===== config.mk =====
export PLATFORM = sky130hd
export DESIGN_NAME = irq_level_ctrl
export DESIGN_NICKNAME = d
export VERILOG_FILES = /design/src/rtl/irqc_pkg.sv /design/src/rtl/irqc_edge.sv /design/src/rtl/irqc_regs.sv /design/src/rtl/irqc_status.sv /design/src/rtl/irqc_prio.sv /design/src/rtl/irq_level_ctrl.sv
export SDC_FILE = /design/constraint.sdc
export NUM_CORES = 1
export LEC_CHECK = 0
export CAP_MARGIN = 20
export CORE_UTILIZATION = 60
export CTS_BUF_LIST = sky130_fd_sc_hd__clkbuf_16
export DETAILED_ROUTE_END_ITERATION = 8
export DONT_BUFFER_PORTS = 1
export GPL_ROUTABILITY_DRIVEN = 0
export PLACE_DENSITY = 0.77
export SYNTH_ARGS = -nofsm -noshare
export SYNTH_HDL_FRONTEND = slang
export SYNTH_HIERARCHICAL = 1
export SYNTH_SLANG_ARGS = --single-unit

===== constraint.sdc =====
create_clock -name clk -period 3.9 [get_ports clk]
set_input_delay 0 -clock clk [delete_from_list [all_inputs] [get_ports clk]]
set_output_delay 0 -clock clk [all_outputs]
set_load 0.01 [all_outputs]

===== src/rtl/irqc_pkg.sv =====
// Shared constants for the interrupt level controller: the source-to-bit
// map, level grouping, vector numbers and helper constant functions.
// Assumes a 32-bit status word; all tables are indexed by source number.
package irqc_pkg;

    localparam int NSRC  = 13;
    localparam int DW    = 32;
    localparam int LVL_W = 3;
    localparam int VEC_W = 8;

    // status bit owned by each source index
    localparam int SRC_BIT [NSRC] = '{7, 3, 2, 9, 10, 12, 5, 17, 28, 27, 26, 23, 21};
    // processor level each source index belongs to
    localparam int SRC_LVL [NSRC] = '{3, 3, 3, 3, 3, 3, 3, 5, 6, 6, 6, 6, 6};

    localparam int PWR_BIT     = 2;
    localparam int DMA_BIT     = 26;
    localparam int CTL_DMA_SEL = 4;

    localparam logic [LVL_W-1:0] LVL_HI  = 3'd6;
    localparam logic [LVL_W-1:0] LVL_MID = 3'd5;
    localparam logic [LVL_W-1:0] LVL_LO  = 3'd3;
    localparam logic [VEC_W-1:0] VEC_HI  = 8'd30;
    localparam logic [VEC_W-1:0] VEC_MID = 8'd29;
    localparam logic [VEC_W-1:0] VEC_LO  = 8'd27;

    // Collect the status bits of every source in a given level group.
    function automatic logic [DW-1:0] grp_mask(input int lvl);
        logic [DW-1:0] m;
        m = '0;
        for (int i = 0; i < NSRC; i++) begin
            if (SRC_LVL[i] == lvl) m[SRC_BIT[i]] = 1'b1;
        end
        return m;
    endfunction

    // Return the source index owning status bit b, or -1 when unmapped.
    function automatic int src_of_bit(input int b);
        int r;
        r = -1;
        for (int i = 0; i < NSRC; i++) begin
            if (SRC_BIT[i] == b) r = i;
        end
        return r;
    endfunction

endpackage


===== src/rtl/irqc_edge.sv =====
// Edge detector for the request lines. Flags a rise or a fall for one cycle
// when a line differs from its registered copy.
// Assumes the request lines are already synchronous to clk.
module irqc_edge #(
    parameter int N = 13
) (
    input  logic         clk,
    input  logic         rst_n,
    input  logic [N-1:0] lvl,
    output logic [N-1:0] rise,
    output logic [N-1:0] fall
);

    logic [N-1:0] prev_q;

    // remember last cycle's request levels
    always_ff @(posedge clk) begin
        if (!rst_n) prev_q <= '0;
        else        prev_q <= lvl;
    end

    for (genvar g = 0; g < N; g++) begin : g_edge
        assign rise[g] = lvl[g] & ~prev_q[g];
        assign fall[g] = ~lvl[g] & prev_q[g];
    end

endmodule


===== src/rtl/irqc_regs.sv =====
// Register port: decodes the offset, holds the enable word and returns
// read data combinationally. Produces the status write strobe for the
// status module. Assumes one access per cycle; unknown offsets read 0.
module irqc_regs #(
    parameter int                ADDR_W   = 16,
    parameter logic [ADDR_W-1:0] STAT_OFF = 16'h7000,
    parameter logic [ADDR_W-1:0] MASK_OFF = 16'h7800
) (
    input  logic                  clk,
    input  logic                  rst_n,
    input  logic [ADDR_W-1:0]     reg_addr,
    input  logic                  reg_we,
    input  logic [irqc_pkg::DW-1:0] reg_wdata,
    input  logic [irqc_pkg::DW-1:0] status_q,
    output logic                  stat_we,
    output logic [irqc_pkg::DW-1:0] mask_q,
    output logic [irqc_pkg::DW-1:0] reg_rdata
);

    logic hit_stat, hit_mask;

    assign hit_stat = (reg_addr == STAT_OFF);
    assign hit_mask = (reg_addr == MASK_OFF);
    assign stat_we  = reg_we & hit_stat;

    // enable word register
    always_ff @(posedge clk) begin
        if (!rst_n)                  mask_q <= '0;
        else if (reg_we && hit_mask) mask_q <= reg_wdata;
    end

    // read data selection
    always_comb begin
        if (hit_stat)      reg_rdata = status_q;
        else if (hit_mask) reg_rdata = mask_q;
        else               reg_rdata = '0;
    end

endmodule


===== src/rtl/irqc_status.sv =====
// Status word. Per bit, precedence runs: source edge, then side input,
// then register write, then hold. Mapped bits come from the package table.
// Assumes rise/fall are one-cycle flags from the edge detector.
module irqc_status
    import irqc_pkg::*;
(
    input  logic            clk,
    input  logic            rst_n,
    input  logic            stat_we,
    input  logic [DW-1:0]   wdata,
    input  logic [NSRC-1:0] rise,
    input  logic [NSRC-1:0] fall,
    input  logic            dma_we,
    input  logic            dma_val,
    input  logic            pwr_clr,
    output logic [DW-1:0]   status_q
);

    logic [DW-1:0] status_d;

    for (genvar b = 0; b < DW; b++) begin : g_bit
        localparam int SIDX = src_of_bit(b);
        logic base_b, side_b;

        assign base_b = stat_we ? wdata[b] : status_q[b];

        if (b == DMA_BIT) begin : g_dma
            assign side_b = dma_we ? dma_val : base_b;
        end else if (b == PWR_BIT) begin : g_pwr
            assign side_b = pwr_clr ? 1'b0 : base_b;
        end else begin : g_plain
            assign side_b = base_b;
        end

        if (SIDX >= 0) begin : g_src
            assign status_d[b] = rise[SIDX] ? 1'b1 :
                                 fall[SIDX] ? 1'b0 : side_b;
        end else begin : g_sw
            assign status_d[b] = side_b;
        end
    end

    // status word register
    always_ff @(posedge clk) begin
        if (!rst_n) status_q <= '0;
        else        status_q <= status_d;
    end

endmodule


===== src/rtl/irqc_prio.sv =====
// Priority encoder: masks the status word and picks the highest level group
// with a pending bit, with that group's vector. Unmapped bits never count.
// Assumes group membership is fixed by the package table.
module irqc_prio
    import irqc_pkg::*;
(
    input  logic [DW-1:0]    status_q,
    input  logic [DW-1:0]    mask_q,
    output logic [LVL_W-1:0] irq_level,
    output logic [VEC_W-1:0] irq_vector
);

    localparam logic [DW-1:0] M_HI  = grp_mask(6);
    localparam logic [DW-1:0] M_MID = grp_mask(5);
    localparam logic [DW-1:0] M_LO  = grp_mask(3);

    logic [DW-1:0] pend;
    assign pend = status_q & mask_q;

    // highest enabled group wins
    always_comb begin
        if (|(pend & M_HI)) begin
            irq_level  = LVL_HI;
            irq_vector = VEC_HI;
        end else if (|(pend & M_MID)) begin
            irq_level  = LVL_MID;
            irq_vector = VEC_MID;
        end else if (|(pend & M_LO)) begin
            irq_level  = LVL_LO;
            irq_vector = VEC_LO;
        end else begin
            irq_level  = '0;
            irq_vector = '0;
        end
    end

endmodule


===== src/rtl/irq_level_ctrl.sv =====
// Top of the interrupt level controller. Wires the edge detector, status
// word, register port and priority encoder together.
// Assumes all inputs are synchronous to clk.
module irq_level_ctrl
    import irqc_pkg::*;
#(
    parameter int                ADDR_W   = 16,
    parameter logic [ADDR_W-1:0] STAT_OFF = 16'h7000,
    parameter logic [ADDR_W-1:0] MASK_OFF = 16'h7800
) (
    input  logic              clk,
    input  logic              rst_n,
    input  logic [NSRC-1:0]   src_req,
    input  logic [ADDR_W-1:0] reg_addr,
    input  logic              reg_we,
    input  logic [DW-1:0]     reg_wdata,
    output logic [DW-1:0]     reg_rdata,
    input  logic              dma_ctl_we,
    input  logic [7:0]        dma_ctl_byte,
    input  logic              pwr_clr,
    output logic [LVL_W-1:0]  irq_level,
    output logic [VEC_W-1:0]  irq_vector
);

    logic [NSRC-1:0] rise, fall;
    logic [DW-1:0]   status_q, mask_q;
    logic            stat_we;

    irqc_edge #(.N(NSRC)) u_edge (
        .clk   (clk),
        .rst_n (rst_n),
        .lvl   (src_req),
        .rise  (rise),
        .fall  (fall)
    );

    irqc_regs #(.ADDR_W(ADDR_W), .STAT_OFF(STAT_OFF), .MASK_OFF(MASK_OFF)) u_regs (
        .clk       (clk),
        .rst_n     (rst_n),
        .reg_addr  (reg_addr),
        .reg_we    (reg_we),
        .reg_wdata (reg_wdata),
        .status_q  (status_q),
        .stat_we   (stat_we),
        .mask_q    (mask_q),
        .reg_rdata (reg_rdata)
    );

    irqc_status u_status (
        .clk      (clk),
        .rst_n    (rst_n),
        .stat_we  (stat_we),
        .wdata    (reg_wdata),
        .rise     (rise),
        .fall     (fall),
        .dma_we   (dma_ctl_we),
        .dma_val  (dma_ctl_byte[CTL_DMA_SEL]),
        .pwr_clr  (pwr_clr),
        .status_q (status_q)
    );

    irqc_prio u_prio (
        .status_q   (status_q),
        .mask_q     (mask_q),
        .irq_level  (irq_level),
        .irq_vector (irq_vector)
    );

endmodule


# After elaboration in Yosys (flattened, before gate mapping)
# Index checks and enable logic that the tools add are counted.
word_totals:
  ramBits: 0
  memories: 0
  mem_bits_ro: 0
  latch_bits: 0
  elab_cells: 137
  output_inout_bits: 43
  reg_bits: 77
  inputBits: 74
classes:
  n_eq_ne: 2
  add_sub_neg: 0
  multipliers: 0
  reduce_logical: 16
  n_shift: 0
  bitwise_logic: 54
  magnitude_cmp: 0
  muxes: 49
  div_mod_pow: 0
ops:
  columns: ["cell", "n"]
  rows:
  - ["$mux W32", 2]
  - ["$mux W1", 41]
  - ["$reduce_bool A3 Y1", 11]
  - ["$eq A16 B15 Y1 const B", 2]
  - ["$and A29 B29 Y29", 1]
  - ["$and A1 B1 Y1", 27]
  - ["$not A1 Y1", 26]
  - ["$mux W8", 2]
  - ["$reduce_bool A4 Y1", 2]
  - ["$reduce_or A7 Y1", 1]
  - ["$mux W3", 2]
  - ["$mux W5", 1]
  - ["$reduce_or A5 Y1", 1]
  - ["$mux W2", 1]
  - ["$logic_and A1 B1 Y1", 1]

# Longest topological paths before layout
logic_depth:
  depth_word: 6
  mapped_depth: 11
  ltp_nobuf: 6

# Hierarchy
# The synthesis kept the hierarchy.
by_module_without_submodules:
  columns: ["mod", "cells_per_inst", "area_per_inst_um2", "instances", "seq_area_each_um2"]
  rows:
  - ["irqc_regs", 196, 1640.3, 1, 640.6]
  - ["irqc_status", 120, 1337.5, 1, 640.6]
  - ["irqc_edge", 53, 515.5, 1, 260.2]
  - ["irqc_prio", 22, 145.1, 1, 0.0]

# Least setup slack after synthesis
# Ideal clock, no wire load.
synth_timing:
  kind: "in2reg"
  startpoint: "input reg_addr[4]"
  endpoint: "register u_status.status_q[10]"
  cell_stages: 11
  t_required_ns: 3.780
  arrival_time_ns: 1.575
  setup_slack_ns: 2.205
  setup_time_ns: 0.120
  path_buffers: 5
  cell_sequence: "nor4b_2 > and4_1 > buf_4 > and2b_1 > buf_4 > buf_6 > and2_1 > buf_6 > buf_12 > mux2i_1 > o31ai_2"
synth_between:
  elab_chain_len: 3
synth_lines:
  columns: ["element", "line", "source"]
  rows:
  - ["start, declared", "irq_level_ctrl.sv:14", "input logic [ADDR_W-1:0] reg_addr,"]
  - ["$eq A16 B15 Y1", "irqc_regs.sv:22", "assign hit_stat = (reg_addr == STAT_OFF);"]
  - ["$and A1 B1 Y1", "irqc_regs.sv:24", "assign stat_we = reg_we & hit_stat;"]
  - ["named net stat_we", "irq_level_ctrl.sv:27", "logic stat_we;"]
  - ["$reduce_bool A3 Y1 (no line)", null, null]
  - ["end signal, assigned", "irqc_status.sv:46", "else status_q <= status_d;"]
  - ["end, declared", "irqc_status.sv:16", "output logic [DW-1:0] status_q"]
# The timed path passes the listed nets, and every way through them passes these cells.
# A chain may end at the register's enable or synchronous reset.

# Worst setup path after layout
layout_timing:
  startpoint: "input reg_addr[1]"
  endpoint: "register u_status.status_q[2]"
layout_between:
  elab_chain_len: 3
layout_lines:
  columns: ["element", "line"]
  rows:
  - ["$eq A16 B15 Y1", "irqc_regs.sv:22"]
  - ["$and A1 B1 Y1", "irqc_regs.sv:24"]
  - ["named net stat_we", "irq_level_ctrl.sv:27"]
  - ["$reduce_bool A4 Y1 (no line)", null]
# The timed path passes the listed nets, and every way through them passes these cells.

==> impl_metrics.ini <==
[outcome]
status = complete, no violations

[pwr]
peakVddDrop_mv = 0.3357
power_leakage_nw = 1.595
power_report.internal_total_w = 0.001368
seq_power_share = 0.468
swShare = 0.2213
p_switching_w = 0.0003886
power.density_cell_area_mw_per_mm2 = 398.2
share_comb_of_total_power = 0.080
clkPwrFrac = 0.452

[layout]
fin_nets = 505
filler_cell_count = 363
multi_input_comb_area_mm2 = 0.001790
n_antenna_cell = 0
final_core_utilization = 0.7771
drive_above_1_share = 0.08257
areaGrowthSynthToFinish_pct = 21.22
seq_area_mm2 = 0.001541
finalInstanceArea_mm2 = 0.004410

[yosys]
yosys.cell_types.count = 36
synth_ff_type = sky130_fd_sc_hd__dfxtp_1
synth.avg_cell_area_um2 = 9.306
asyncSetResetFlopFracSynth = 0
mappedNetlistArea_mm2 = 0.003638
synthTopCellsByCount = sky130_fd_sc_hd__dfxtp_1 (77), sky130_fd_sc_hd__nand2_1 (49), sky130_fd_sc_hd__a22o_1 (32), sky130_fd_sc_hd__mux2i_1 (32), sky130_fd_sc_hd__nand4_1 (32)
synth_area_leaders = sky130_fd_sc_hd__dfxtp_1 (42%), sky130_fd_sc_hd__mux2i_1 (8.8%), sky130_fd_sc_hd__a22o_1 (7.7%)
synth_enable_flop_cells = 0
yosys.cell_count.top_type = sky130_fd_sc_hd__dfxtp_1
number_of_register_bits_inferred_by_synthesis = 77
synth-seq-area-share = 0.4237
synthCells = 391
ys_warn_count = 6
synth_top_area_cell = sky130_fd_sc_hd__dfxtp_1
netlist.area_leader.share = 0.4237

[worst_setup_path]
endpoint_kind = flip-flop
worstSetupPathType = in -> reg
worst_path_max_delay_cell = sky130_fd_sc_hd__and2_2
critical_path_peak_fanout = 35
worst_setup_path_start_kind = primary input
r2r.worst_path.cells = 5
worst_ep_arrival_time_ps = 3050
crit_cells = 8
critical-path-top-delay-family = simple AND/OR/NAND/NOR gates
worst_path_largest_cell_delay_ps = 870
critical_path_cell_list = nor4_1 -> and4_1 -> buf_4 -> and2b_1 -> and2_2 -> mux2i_1 -> o41ai_1 -> dlygate4sd3_1
buf_inv_stages_crit_path = 2
crit_required_ps = 4160

[sta]
final-hold-violation-count = 0
report.final.setup_viol = 0
grt_setup_unrepaired = no
worst_slack_ps = 1112
final_number_of_max_transition_violations = 0
worst-slew-pin-transition_ps = 1078
maxSlewHeadroom = 0.2815
timing.final.crit_period_ps = 2789
final.setup.tns_ps = 0
final.period_utilization = 0.7150
timing.fmax_ghz = 0.3586
clock_skew_ps = 4.840

[grt]
grt_start_max_net_pins = 79
grt_pass1_vias = 3149
wire_length_of_the_first_global_routing_pass_um = 14970
antenna_found_initial = 0
grtUsageTotal = 0.3109
grt_remaining_overflow = 0

[route]
antenna_left = 0
met3_wirelength_um = 685
highest-signal-layer = met4
post_drt_wl_per_cell_um = 18.77
detailroute.via_count = 3109
route.detailed.drc = 0
drt-met1-wl_um = 3721
avgViaCountPerCell = 6.120
route.final.wire_length_um = 9533
detailedRoute.firstIterationViolations = 208
number_of_detailed_route_iterations_in_the_first_pass = 4
dr_wl_met2_um = 4871

[clocking]
cts_buffer_depth = 2
sink_count_of_the_clock_tree = 77
cts_tree = yes
cts_root_buf = sky130_fd_sc_hd__clkbuf_16
htree_levels = 3
clock_insertion_delay_worst_skew_ps = 320
post_cts_resize_count = 0
cts_inserted_buffers = 9
clk_transition_reported_paths_ps = 50

[worst_hold_path]
whs_path_depth = 2
worstHoldPathType = in -> reg

[floorplanning]
initial_standard_cell_utilization_of_the_core = 0.6411
chipWidth_um = 79.87
die_area_mm2 = 0.006379
floorplan.die.height_um = 79.87
count_of_boundary_i_o_pins = 117
floorplan.rows = 27
placeableCoreArea_mm2 = 0.005675

[placed_design]
place.port_buffers = 0
dp_slack_ps = 1405
place_area_mm2 = 0.003460
dp_hpwl_um = 4787

[job]
max_cap_viol_count = 0
[power groups by stage]
stage          combinational, W  clock (W)  sequential, W
3_3_place_gp          0.0000563          0       0.000836
5_1_grt                0.000149   0.000842       0.000824
3_5_place_dp          0.0000594          0       0.000838
4_1_cts                0.000132   0.000801       0.000821
2_1_floorplan         0.0000647          0       0.000833
6_report               0.000140   0.000793       0.000823
[worst register-to-register path, cell delays in order, from the launching register on]
cell                            delay [ps]
sky130_fd_sc_hd__dfxtp_1               340
sky130_fd_sc_hd__nor2b_1               160
sky130_fd_sc_hd__nand4b_1              120
sky130_fd_sc_hd__dlygate4sd3_1         540
sky130_fd_sc_hd__o311ai_1               70
sky130_fd_sc_hd__dlygate4sd3_1         590
[final cells by class]
type / instances / area share
Tap cell: 72 / 0.02043
Inverter: 2 / 0.001702
Clock buffer: 9 / 0.05106
Multi-Input combinational cell: 272 / 0.4060
Sequential cell: 77 / 0.3495
Clock inverter: 7 / 0.01305
Timing Repair Buffer: 69 / 0.1583
[registers in the layout, summed over array words and instances (netlist names)]
signal,count
u_regs/mask_q,32
u_status/status_q,32
u_edge/prev_q,13
[final timing paths]
kind,start,endpoint,slack (ps)
worst min-delay path,reg_wdata[9],u_status/status_q[9],20
worst max-delay path,reg_addr[1],u_status/status_q[2],1110
worst max register to register,u_edge/prev_q[10],u_status/status_q[26],1960
worst min register to register,u_regs/mask_q[6],u_regs/mask_q[6],460
[cells in the final DEF, fill, tap and decap left out, drive strengths merged, types with 3 or more instances in the layout]
master	synthesis	layout
a22o	32	32
and2	17	17
buf	26	5
clkbuf	16	9
clkinv	0	5
conb	1	3
dfxtp	77	77
dlygate4sd3	0	64
inv	2	3
mux2i	32	32
nand2	49	49
nand4	32	32
nor2	19	19
nor2b	26	26
o21ai	33	33
o31ai	11	11
[kinds of logic (layout without fill, tap and decap cells)]
logic type	count (synthesis)	after routing	share of synthesized area
AO/OA/AOI/OAI	83	83	0.1778
buffers and inverters	44	87	0.08666
flip-flops	77	77	0.4237
multiplexers	32	32	0.08803
other	1	3	0.001031
AND/OR/NAND/NOR	154	154	0.2228
[per-layer routing]
layer,vias up,track usage
li1,1469,-
met1,1468,0.3520
met2,146,0.5359
met3,26,0.07200
met4,0,0.1714
met5,-,0
[timing repair]
item,CTS,global route
buffers inserted,0,0
endpoints found under the hold margin,77,0
hold buffers,65,0
[metrics by stage]
step | instances | hold WS [ps] | total power, W
2_1_floorplan | 393 | 103.6 | 0.0008980
3_3_place_gp | 427 | 111.6 | 0.0008927
3_5_place_dp | 427 | 124.2 | 0.0008969
4_1_cts | 508 | 4.947 | 0.001754
5_1_grt | 508 | 16.66 | 0.001816
6_report | 508 | 20.76 | 0.001756
Note: power is estimated with default switching activity, not from simulation.
